--- src/rtl/usb_halt_pkg.sv ---
`timescale 1ns/1ps
package usb_halt_pkg;

    // Register select on the firmware write port
    typedef enum logic {
        CFG_REQ  = 1'b0,
        CFG_MODE = 1'b1
    } cfg_sel_e;

    // Handshake choice returned to the packet engine
    typedef enum logic {
        HS_NORMAL = 1'b0,
        HS_STALL  = 1'b1
    } hs_sel_e;

    // State held for one endpoint
    typedef struct packed {
        logic req;   // firmware halt request
        logic sts;   // sticky halt status
    } ep_state_t;

    // Event strobes decoded for one endpoint
    typedef struct packed {
        logic tok;
        logic clr;
    } ep_evt_t;

    function automatic logic ep_match(input logic vld, input int unsigned ep,
                                      input int unsigned idx);
        return vld && (ep == idx);
    endfunction

endpackage

--- src/rtl/halt_evt_decode.sv ---
`timescale 1ns/1ps
module halt_evt_decode
    import usb_halt_pkg::*;
#(
    parameter int NUM_EP = 4,
    localparam int EPW = $clog2(NUM_EP)
) (
    input  logic                 tok_vld,
    input  logic [EPW-1:0]       tok_ep,
    input  logic                 clrf_vld,
    input  logic [EPW-1:0]       clrf_ep,
    output ep_evt_t [NUM_EP-1:0] evt
);
    for (genvar i = 0; i < NUM_EP; i++) begin : g_dec
        always_comb begin
            evt[i].tok = ep_match(tok_vld, int'(tok_ep), i);
            evt[i].clr = ep_match(clrf_vld, int'(clrf_ep), i);
        end
    end
endmodule

--- src/rtl/halt_ep_slice.sv ---
`timescale 1ns/1ps
module halt_ep_slice
    import usb_halt_pkg::*;
(
    input  logic      clk,
    input  logic      rst,
    input  logic      bus_rst,
    input  logic      wr_req,
    input  logic      wr_bit,
    input  logic      auto_drop,
    input  ep_evt_t   evt,
    output ep_state_t state,
    output logic      stall_dec
);
    ep_state_t st_q, st_d;
    logic      eff_sts;
    logic      latch;

    always_comb begin
        // Clear Feature in the same cycle overrides the held status
        eff_sts   = st_q.sts & ~evt.clr;
        stall_dec = eff_sts | st_q.req;
        latch     = evt.tok & ~eff_sts & st_q.req;

        st_d = st_q;
        if (latch)
            st_d.sts = 1'b1;
        else if (evt.clr)
            st_d.sts = 1'b0;

        if (wr_req)
            st_d.req = wr_bit;
        else if (latch && auto_drop)
            st_d.req = 1'b0;
    end

    always_ff @(posedge clk) begin
        if (rst || bus_rst)
            st_q <= '0;
        else
            st_q <= st_d;
    end

    assign state = st_q;
endmodule

--- src/rtl/halt_resp_stage.sv ---
`timescale 1ns/1ps
module halt_resp_stage
    import usb_halt_pkg::*;
#(
    parameter int NUM_EP = 4,
    localparam int EPW = $clog2(NUM_EP)
) (
    input  logic              clk,
    input  logic              rst,
    input  logic              bus_rst,
    input  logic              tok_vld,
    input  logic [EPW-1:0]    tok_ep,
    input  logic [NUM_EP-1:0] stall_dec,
    output logic              hs_vld,
    output logic              hs_stall
);
    hs_sel_e hs_q;
    logic    vld_q;
    hs_sel_e hs_d;

    always_comb begin
        hs_d = stall_dec[tok_ep] ? HS_STALL : HS_NORMAL;
    end

    always_ff @(posedge clk) begin
        if (rst || bus_rst) begin
            vld_q <= 1'b0;
            hs_q  <= HS_NORMAL;
        end else begin
            vld_q <= tok_vld;
            hs_q  <= tok_vld ? hs_d : HS_NORMAL;
        end
    end

    assign hs_vld   = vld_q;
    assign hs_stall = (hs_q == HS_STALL);
endmodule

--- src/rtl/usb_ep_halt_ctrl.sv ---
`timescale 1ns/1ps
module usb_ep_halt_ctrl
    import usb_halt_pkg::*;
#(
    parameter int NUM_EP = 4,
    localparam int EPW = $clog2(NUM_EP)
) (
    input  logic              clk,
    input  logic              rst,
    input  logic              bus_rst,
    input  logic              cfg_wr_en,
    input  logic              cfg_addr,
    input  logic [NUM_EP-1:0] cfg_wdata,
    input  logic              tok_vld,
    input  logic [EPW-1:0]    tok_ep,
    input  logic              clrf_vld,
    input  logic [EPW-1:0]    clrf_ep,
    output logic              hs_vld,
    output logic              hs_stall,
    output logic [NUM_EP-1:0] req_rd
);
    ep_evt_t   [NUM_EP-1:0] evt;
    ep_state_t [NUM_EP-1:0] ep_st;
    logic      [NUM_EP-1:0] stall_dec;
    logic      [NUM_EP-1:0] sts_q;
    logic                   auto_drop_q;
    logic                   wr_req;

    assign wr_req = cfg_wr_en && (cfg_sel_e'(cfg_addr) == CFG_REQ);

    always_ff @(posedge clk) begin
        if (rst || bus_rst)
            auto_drop_q <= 1'b0;
        else if (cfg_wr_en && (cfg_sel_e'(cfg_addr) == CFG_MODE))
            auto_drop_q <= cfg_wdata[0];
    end

    halt_evt_decode #(.NUM_EP(NUM_EP)) u_dec (
        .tok_vld  (tok_vld),
        .tok_ep   (tok_ep),
        .clrf_vld (clrf_vld),
        .clrf_ep  (clrf_ep),
        .evt      (evt)
    );

    for (genvar i = 0; i < NUM_EP; i++) begin : g_ep
        halt_ep_slice u_slice (
            .clk       (clk),
            .rst       (rst),
            .bus_rst   (bus_rst),
            .wr_req    (wr_req),
            .wr_bit    (cfg_wdata[i]),
            .auto_drop (auto_drop_q),
            .evt       (evt[i]),
            .state     (ep_st[i]),
            .stall_dec (stall_dec[i])
        );
        assign req_rd[i] = ep_st[i].req;
        assign sts_q[i]  = ep_st[i].sts;
    end

    halt_resp_stage #(.NUM_EP(NUM_EP)) u_resp (
        .clk       (clk),
        .rst       (rst),
        .bus_rst   (bus_rst),
        .tok_vld   (tok_vld),
        .tok_ep    (tok_ep),
        .stall_dec (stall_dec),
        .hs_vld    (hs_vld),
        .hs_stall  (hs_stall)
    );
endmodule

--- config.mk ---
export PLATFORM = sky130hd
export DESIGN_NAME = usb_ep_halt_ctrl
export DESIGN_NICKNAME = d
export VERILOG_FILES = /design/src/rtl/usb_halt_pkg.sv /design/src/rtl/halt_evt_decode.sv /design/src/rtl/halt_ep_slice.sv /design/src/rtl/halt_resp_stage.sv /design/src/rtl/usb_ep_halt_ctrl.sv
export SDC_FILE = /design/constraint.sdc
export NUM_CORES = 1
export LEC_CHECK = 0
export BUFFER_PORTS_ARGS = -buffer_cell sky130_fd_sc_hd__buf_4
export CORE_AREA = 4 4 41 43
export CTS_BUF_LIST = sky130_fd_sc_hd__clkbuf_2 sky130_fd_sc_hd__clkbuf_4 sky130_fd_sc_hd__clkbuf_8
export CTS_CLUSTER_SIZE = 12
export DETAILED_ROUTE_END_ITERATION = 10
export DIE_AREA = 0 0 45 47
export GPL_TIMING_DRIVEN = 1
export PLACE_DENSITY = 0.82
export SLEW_MARGIN = 0
export SYNTH_ARGS = -nofsm -noshare
export SYNTH_HDL_FRONTEND = slang
export SYNTH_HIERARCHICAL = 1
export SYNTH_SLANG_ARGS = --single-unit
--- constraint.sdc ---
create_clock -name clk -period 1.8 [get_ports clk]
set_clock_uncertainty 0.1 [all_clocks]
set_input_delay 0.09 -clock clk [delete_from_list [all_inputs] [get_ports clk]]
set_output_delay 0.09 -clock clk [all_outputs]
set_load 0.005 [all_outputs]
==> results of run 1 <==
[per-layer routing]
metal	GRT usage (%)	share of wire, %
met1	17.2	45
met2	27.7	50
met3	3.45	5.0
met4	5.26	0.45
met5	0	0
[worst min-delay path by stage]
stage                            start                       end  slack [ns]  depth (start not counted)
final                     cfg_wdata[0]  g_ep[0].u_slice/state[1]       0.002                          3
after detailed placement           rst               auto_drop_q        0.27                          2
after floorplan                    rst               auto_drop_q        0.05                          1
after CTS                 cfg_wdata[0]  g_ep[0].u_slice/state[1]       0.004                          3
after global placement             rst  g_ep[2].u_slice/state[1]        0.26                          2
after global routing      cfg_wdata[0]  g_ep[0].u_slice/state[1]       0.002                          3
[critical path, cell delays in order, from the launching register on]
cell	delay (ns)
dfxtp_1	0.37
nor2b_2	0.14
o21ai_1	0.08
a211oi_2	0.20
dlygate4sd3_1	0.56
[repair_timing]
item	4_1_cts	5_1_grt
hold endpoints to repair	5	0
endpoints found under the setup margin	0	0
hold buffers	4	0
[power by group through the flow]
stage          combinational (mW)  sequential, mW  clock (mW)
2_1_floorplan              0.0262           0.255           0
3_3_place_gp               0.0708           0.255           0
3_5_place_dp               0.0718           0.255           0
4_1_cts                    0.0780           0.249       0.190
5_1_grt                    0.0854           0.250       0.208
6_report                   0.0779           0.249       0.190
[flip-flops by register name, indices dropped and copies added, names as in the netlist]
name	cells
g_ep.u_slice/state	8
u_resp/hs_stall	1
auto_drop_q	1
u_resp/hs_vld	1
[layout make-up]
| class | instances | area (um2) |
|---|---|---|
| clock buffers | 4 | 30.0 |
| flip-flops and latches | 11 | 220 |
| repair buffers | 24 | 190 |
| fillers | 116 | 439 |
| well taps | 15 | 18.8 |
| multi-input cells | 51 | 403 |
[placed cells by master, fill, tap and decap left out, drive strengths merged]
| cell | synthesis | routed |
|---|---|---|
| a211oi | 5 | 5 |
| a21bo | 1 | 1 |
| a21oi | 4 | 4 |
| and2 | 1 | 1 |
| and2b | 1 | 1 |
| and3 | 2 | 2 |
| and3b | 4 | 4 |
| buf | 0 | 20 |
| clkbuf | 0 | 4 |
| dfxtp | 11 | 11 |
| dlygate4sd3 | 0 | 4 |
| mux4 | 1 | 1 |
| nand2 | 8 | 8 |
| nand3 | 1 | 1 |
| nor2b | 8 | 8 |
| nor3 | 4 | 4 |
| nor3b | 3 | 3 |
| o21ai | 4 | 4 |
| or2 | 4 | 4 |
[logic make-up after synthesis]
| logic type | Yosys count |
|---|---|
| AOI/OAI and AO/OA | 14 |
| DFF | 11 |
| muxes | 1 |
| and+or+nand+nor | 36 |
[metrics by stage]
stage | total power [mW] | util [%] | setup slack (ns) | hold WS [ns] | std cells
detailed placement | 0.327 | 60.9 | 0.252 | 0.267 | 97
floorplan | 0.281 | - | 0.411 | 0.0546 | 62
global route | 0.543 | 66.3 | 0.181 | 0.00180 | 105
CTS | 0.518 | 66.3 | 0.298 | 0.00353 | 105
global placement | 0.326 | 60.9 | 0.263 | 0.263 | 97
finish | 0.517 | 66.3 | 0.300 | 0.00219 | 105
==> impl_metrics.json, run 1 <==
{
  "path_class": "reg -> reg",
  "io_buffer_count": 20,
  "p_switching_mw": 0.127,
  "cts_tree": "built",
  "postSynthAreaPerCell_um2": 10.0,
  "reg2reg_depth": 4,
  "area_growth_syn_to_layout_pct": 38.4,
  "status": "finished clean",
  "startpoint": "g_ep[2].u_slice/state[1]",
  "viasPerCell": 5.05,
  "cts_made_buffers": 3,
  "hold_violations": 0,
  "crit_arrival_ns": 1.62,
  "path_max_fanout": 4,
  "post_cts_resized": 0,
  "routabilityCongestion": 0.830,
  "worst_ir_drop_vdd_uv": 317,
  "fmax_ghz": 0.667,
  "period_minus_slack_ns": 1.50,
  "syn-instance-count": 62,
  "seqPwrFrac_pct": 48.2,
  "end_kind": "register",
  "synthArstFlopShare_pct": 0,
  "yosys.area_share.simple_pct": 43.0,
  "postCtsSetupRepairBufs": 0,
  "core_mm2": 0.00130,
  "comb_power_share_pct": 15.1,
  "synthMostInstantiatedCell": "dfxtp_1",
  "syn_nets": 77,
  "swShare_pct": 24.5,
  "synth_ff_type": "dfxtp_1",
  "grt-ovfl-total": 0,
  "synth-xor-area-share_pct": 0,
  "final.setup.tns_ns": 0,
  "min_path_type": "in -> reg",
  "io_pins": 21,
  "grt_setup_unrepaired": "no",
  "first_pass_iters": 2,
  "synth_edf_count": 0,
  "design_area_um2": 862,
  "grt_start_max_net_pins": 11,
  "insertion_delay_ns": 0.27,
  "power.density_mw_per_mm2": 600,
  "r2r-end": "g_ep[2].u_slice/state[1]",
  "start_kind": "register",
  "synthAdderAreaFrac_pct": 0,
  "ys_warn_count": 6,
  "synth_top_area_share_pct": 35.3,
  "placed_cell_area_um2": 792,
  "drt_iter0_markers": 5,
  "max-clock-path-buffers": 2,
  "grt_pass1_vias": 574,
  "finalCritPeriodShare_pct": 83.3,
  "grt_pass1_wl_um": 2370,
  "synth_top_family_by_area": "simple AND/OR/NAND/NOR gates",
  "antenna_cells": 0,
  "clk_pin_slew_ns": 0.08,
  "drv_slew": 0,
  "vias": 530,
  "yosysTopAreaCell": "dfxtp_1",
  "synth_common_cells": "11 x dfxtp_1, 8 x nand2_1, 5 x a211oi_2",
  "r2r_start": "g_ep[2].u_slice/state[1]",
  "die_x_um": 45,
  "ys_seq_area_share_pct": 35.3,
  "setup_violations": 0,
  "worst_slew_pin_slew_ns": 0.210,
  "ant_nets": 0,
  "crit_path_end": "g_ep[2].u_slice/state[1]",
  "die_h_um": 47,
  "htreeDepth": 1,
  "grt_use_total_pct": 15.1,
  "synth_seq_cells": 11,
  "rows": 13,
  "die-area_mm2": 0.00212,
  "grt_antenna_before_repair": 0,
  "rrSetupSlack_ns": 0.30,
  "synth_cell_type_count": 18,
  "start_util_pct": 47.9,
  "cp.required_ns": 1.92,
  "drive_gt1_share_pct": 47.8,
  "dpl.hpwl_um": 1020,
  "cts.sinks": 11,
  "root_buffer": "clkbuf_4",
  "routed_wl_um": 1330,
  "syn-cell-area_um2": 623,
  "nNetsFinal": 106,
  "slew_headroom_pct": 86.0,
  "synth_compound_area_share_pct": 18.1,
  "p_clk_share_pct": 36.8,
  "p_leak_nw": 0.357,
  "synth_area_leaders": "dfxtp_1 35%, a211oi_2 10%, nor2b_4 8.8%, and3b_1 5.6%, nor2b_2 5.6%",
  "synthMuxAreaShare_pct": 3.61,
  "maxCapViolations": 0,
  "p_int_mw": 0.391,
  "drc": 0,
  "avgRoutedWirePerCell_um": 12.6
}
Note: power is estimated with default switching activity, not from simulation.
==> inputs of run 2 (changes only) <==
==> constraint.sdc (replaced) <==
create_clock -name clk -period 1.4 [get_ports clk]
set_clock_uncertainty 0.1 [all_clocks]
set_input_delay 0.07 -clock clk [delete_from_list [all_inputs] [get_ports clk]]
set_output_delay 0.07 -clock clk [all_outputs]
set_load 0.005 [all_outputs]
==> run 2 against run 1 <==
  * The run now ends with setup timing left
  * Power up 32%
  * Setup slack worse by 0.35 ns
  * Clock power up 29%
  * Via count up 20%
  * Global-route usage up 4.0 points
  * Worst hold slack better by 0.010 ns
  * Sequential cell count unchanged
  * Register-to-register slack worse by 0.35 ns
  * Final cell count up 11%
  * Critical path type unchanged
  * Critical endpoint is now u_resp/hs_stall
  * Largest power group unchanged
==> impl_metrics.json, run 2 (synthesized netlist as in run 1, its figures left out) <==
{
  "status": "finished with violations",
  "violations": "setup timing",
  "core_mm2": 0.00130,
  "final_util_pct": 74.0,
  "drc": 0,
  "period_minus_slack_ns": 1.45,
  "htreeDepth": 1,
  "worst_ir_drop_vdd_uv": 483,
  "critical_path.top_delay_family": "simple AND/OR/NAND/NOR gates",
  "area_growth_syn_to_layout_pct": 54.6,
  "routabilityCongestion": 0.731,
  "finalCritPeriodShare_pct": 103,
  "die-area_mm2": 0.00212,
  "grt_pass1_wl_um": 2820,
  "rows": 13,
  "clk_pin_slew_ns": 0.07,
  "end_kind": "register",
  "p_leak_nw": 0.415,
  "crit_arrival_ns": 1.52,
  "start_kind": "register",
  "cp.required_ns": 1.47,
  "final_cells": 117,
  "nNetsFinal": 118,
  "cp.buffers_inverters": 0,
  "largest_register_ffs": 8,
  "drt_iter0_markers": 13,
  "fmax_ghz": 0.690,
  "die_h_um": 47,
  "io_pins": 21,
  "postCtsSetupRepairBufs": 0,
  "max-clock-path-buffers": 2,
  "drive_gt1_share_pct": 51.0,
  "cts.sinks": 11,
  "viasPerCell": 5.45,
  "dp_slack_ns": -0.144,
  "avgRoutedWirePerCell_um": 15.2,
  "first_pass_iters": 4,
  "crit_slowest_cell": "mux4_2",
  "grt_start_max_net_pins": 11,
  "layout_common_cells": "28 x buf_4, 10 x dfxtp_1, 8 x nand2_1, 8 x dlygate4sd3_1, 5 x a211oi_2",
  "worst_slew_pin_slew_ns": 0.245,
  "grt-ovfl-total": 0,
  "min_path_type": "in -> reg",
  "path_class": "reg -> reg",
  "io_buffer_count": 20,
  "p_total_mw": 0.684,
  "final.setup.worst_slack_ns": -0.0487,
  "slowest_delay_ns": 0.45,
  "dpl.hpwl_um": 1180,
  "ant_nets": 0,
  "cts_made_buffers": 3,
  "antenna_cells": 0,
  "hold_violations": 0,
  "setup_violations": 1,
  "grt_setup_unrepaired": "yes",
  "slew_headroom_pct": 83.6,
  "cts_tree": "built",
  "drv_slew": 0,
  "grt_antenna_before_repair": 0,
  "dp.cells": 105,
  "layout_commonest_cell": "buf_4",
  "path_cells": "nor2b_4 -> or2_1 -> mux4_2 -> and2_1",
  "root_buffer": "clkbuf_4",
  "power.density_mw_per_mm2": 710,
  "routed_wl_um": 1780,
  "start_util_pct": 47.9,
  "vias": 638,
  "path_max_fanout": 2,
  "die_x_um": 45,
  "grt_pass1_vias": 676,
  "grt_use_total_pct": 19.1,
  "maxCapViolations": 0,
  "insertion_delay_ns": 0.28
}
## run 2: cell count changes in the layout (fill, tap and decap cells not counted), sizes merged
| cell | change |
|---|---|
| buf | +8 |
| dlygate4sd3 | +4 |
## run 2: path summary, 6_finish.rpt
| path | start | to | slack [ns] | cells past startpoint |
|---|---|---|---|---|
| setup / recovery | g_ep[0].u_slice/state[0] | u_resp/hs_stall | -0.05 | 4 |
| hold / removal | tok_vld | u_resp/hs_vld | 0.01 | 2 |
| setup reg to reg | g_ep[0].u_slice/state[0] | u_resp/hs_stall | -0.05 | 4 |
| hold reg to reg | g_ep[0].u_slice/state[1] | g_ep[0].u_slice/state[0] | 0.55 | 3 |
## run 2: cell type report
class                      instances  area [um2]
clock buffer                       4        30.0
fill                              96         338
multi-input combinational         51         403
sequential                        11         221
tap                               15        18.8
timing repair buffer              36         290
## run 2: metrics by stage
step	hold slack [ns]	instance area [um2]	setup TNS, ns
global placement	0.241	852	-0.123
detailed placement	0.246	852	-0.144
global route	0.000671	963	-0.0551
finish	0.0125	963	-0.0487
CTS	0.0000186	963	-0.0261
floorplan	0.0346	623	0
## run 2: where the power goes
part	total [mW]	switching, mW	internal [mW]
Sequential	0.320	0.00260	0.317
Clock	0.246	0.116	0.130
Combinational	0.118	0.0507	0.0675
Total	0.684	0.169	0.515
## run 2: what timing repair did
item,4_1_cts,5_1_grt
endpoints found under the hold margin,10,0
endpoints found under the setup margin,1,1
pin swaps,1,0
hold buffers,8,0
gates resized for setup,1,0
## run 2: routing by layer
metal / global-route usage, % / vias to the layer above / part of all wire, %
met5: 0 / - / 0
met4: 10.5 / 0 / 1.5
met3: 3.45 / 3 / 5.7
met2: 39.0 / 25 / 58
met1: 17.5 / 304 / 35
li1: - / 306 / -
==> inputs of run 3 (changes only) <==
--- a/config.mk
+++ b/config.mk
@@ -6,13 +6,14 @@
 export NUM_CORES = 1
 export LEC_CHECK = 0
 export BUFFER_PORTS_ARGS = -buffer_cell sky130_fd_sc_hd__buf_4
-export CORE_AREA = 4 4 41 43
+export CORE_AREA = 2 2 39 41
 export CTS_BUF_LIST = sky130_fd_sc_hd__clkbuf_2 sky130_fd_sc_hd__clkbuf_4 sky130_fd_sc_hd__clkbuf_8
 export CTS_CLUSTER_SIZE = 12
 export DETAILED_ROUTE_END_ITERATION = 10
-export DIE_AREA = 0 0 45 47
+export DIE_AREA = 0 0 41 43
 export GPL_TIMING_DRIVEN = 1
 export PLACE_DENSITY = 0.82
+export SKIP_CTS_REPAIR_TIMING = 1
 export SLEW_MARGIN = 0
 export SYNTH_ARGS = -nofsm -noshare
 export SYNTH_HDL_FRONTEND = slang
==> constraint.sdc (replaced) <==
create_clock -name clk -period 1.4 [get_ports clk]
set_clock_uncertainty 0.1 [all_clocks]
set_input_delay 0.07 -clock clk [delete_from_list [all_inputs] [get_ports clk]]
set_output_delay 0.07 -clock clk [all_outputs]
set_load 0.05 [all_outputs]
==> run 3 against run 2 <==
  * The flow still finishes with violations (setup timing)
  * Sequential share of layout area rose by 2.7 points
  * Routed wire length decreased by 23%
  * Setup slack improved by 0.028 ns
  * Clock power down 4%
  * Final cell count shrank 4.3%
  * Sequential power is 2% lower
  * Utilization down 6.7 points
  * Register-to-register slack improved by 0.03 ns
  * Via count down 9.7%
  * Combinational power about the same
  * Largest power group unchanged
==> impl_metrics.json, run 3 (synthesized netlist as in run 1, its figures left out) <==
{
  "status": "finished with violations",
  "violations": "setup timing",
  "grt_start_max_net_pins": 11,
  "worst_slew_pin_slew_ns": 0.209,
  "fillCellCount": 118,
  "cp.required_ns": 1.46,
  "ant_nets": 0,
  "io_buffer_count": 20,
  "power.density_mw_per_mm2": 721,
  "insertion_delay_ns": 0.26,
  "drv_slew": 0,
  "layout_commonest_cell": "buf_4",
  "placed_cell_area_um2": 838,
  "layout_common_cells": "24 x buf_4, 8 x nand2_1, 6 x dlygate4sd3_1, 5 x a211oi_2",
  "p_leak_nw": 0.390,
  "first_pass_iters": 4,
  "rows": 14,
  "largest_register_ffs": 8,
  "cts_made_buffers": 3,
  "reg2reg_depth": 4,
  "start_kind": "register",
  "drc": 0,
  "finalCritPeriodShare_pct": 101,
  "max-clock-path-buffers": 2,
  "core_mm2": 0.00138,
  "drive_gt1_share_pct": 56.3,
  "grt_antenna_before_repair": 0,
  "grt_pass1_vias": 532,
  "routed_wl_um": 1380,
  "final_cells": 112,
  "period_minus_slack_ns": 1.42,
  "avgRoutedWirePerCell_um": 12.3,
  "die_h_um": 43,
  "routabilityCongestion": 0.733,
  "dp.cells": 102,
  "setup_violations": 1,
  "whs_ns": 0.00763,
  "root_buffer": "clkbuf_4",
  "final_util_pct": 67.4,
  "antenna_cells": 0,
  "r2r-end": "u_resp/hs_stall",
  "hold_depth": 3,
  "viasPerCell": 5.14,
  "crit_arrival_ns": 1.48,
  "dp_slack_ns": -0.130,
  "grt_use_total_pct": 18.1,
  "cts.sinks": 11,
  "maxCapViolations": 0,
  "path_class": "reg -> reg",
  "htreeDepth": 1,
  "min_path_type": "in -> reg",
  "end_kind": "register",
  "slew_headroom_pct": 86.0,
  "rrSetupSlack_ns": -0.02,
  "grt_pass1_wl_um": 2160,
  "worst_ir_drop_vdd_uv": 361,
  "drt_iter0_markers": 2,
  "start_util_pct": 45.0,
  "fmax_ghz": 0.704,
  "area_growth_syn_to_layout_pct": 49.6,
  "grt-ovfl-total": 0,
  "clk_pin_slew_ns": 0.07,
  "path_max_fanout": 2,
  "hold_violations": 0,
  "r2r_start": "g_ep[0].u_slice/state[0]",
  "vias": 576,
  "dpl.hpwl_um": 1050,
  "die_x_um": 41,
  "final.setup.tns_ns": -0.0203,
  "p_total_mw": 0.672,
  "hold_start": "cfg_addr",
  "io_pins": 21,
  "nNetsFinal": 112,
  "die-area_mm2": 0.00176,
  "cts_tree": "built",
  "final.setup.worst_slack_ns": -0.0203,
  "design_area_um2": 932,
  "min_to": "auto_drop_q",
  "grt_setup_unrepaired": "yes"
}
==> run 3: changes by cell type in the layout (fill, tap and decap cells not counted) <==
cell	previous run	this run
buf_4	28	24
dlygate4sd3_1	8	6
dfxtp_2	1	3
dfxtp_1	10	4
dfxtp_4	0	4
==> run 3: how the worst max path moves through the flow <==
stage / startpoint / to / slack [ns] / cells past startpoint
2_1_floorplan: g_ep[3].u_slice/state[0] / u_resp/hs_stall / 0.01 / 4
3_3_place_gp: clrf_ep[0] / u_resp/hs_stall / -0.13 / 6
3_5_place_dp: clrf_ep[1] / u_resp/hs_stall / -0.13 / 6
4_1_cts: g_ep[2].u_slice/state[0] / u_resp/hs_stall / -0.03 / 4
5_1_grt: g_ep[3].u_slice/state[0] / u_resp/hs_stall / -0.07 / 4
6_report: g_ep[0].u_slice/state[0] / u_resp/hs_stall / -0.02 / 4
==> run 3: power breakdown <==
| group | internal, mW | switching, mW | total [mW] |
|---|---|---|---|
| Sequential | 0.311 | 0.00322 | 0.314 |
| Combinational | 0.0614 | 0.0588 | 0.120 |
| Clock | 0.129 | 0.108 | 0.237 |
| Total | 0.502 | 0.170 | 0.672 |
==> run 3: layout make-up <==
class                      count  area (um2)  share of cell area, %
multi-input combinational     51         403                   43.2
tap                           16        20.0                   2.15
timing repair buffer          30         240                   25.8
sequential                    11         239                   25.6
clock buffer                   4        30.0                   3.22
==> run 3: per-layer routing <==
metal	global-route usage (%)	part of all wire, %
met1	21.1	43
met2	30.3	51
met5	0	0
met4	8.00	1.2
met3	3.14	5.0
==> run 3: worst max-delay path, stage by stage, from the launching register on <==
cell and delay [ns]:
dfxtp_1 0.30, nor2b_4 0.12, or2_1 0.22, mux4_2 0.44, and2_1 0.14
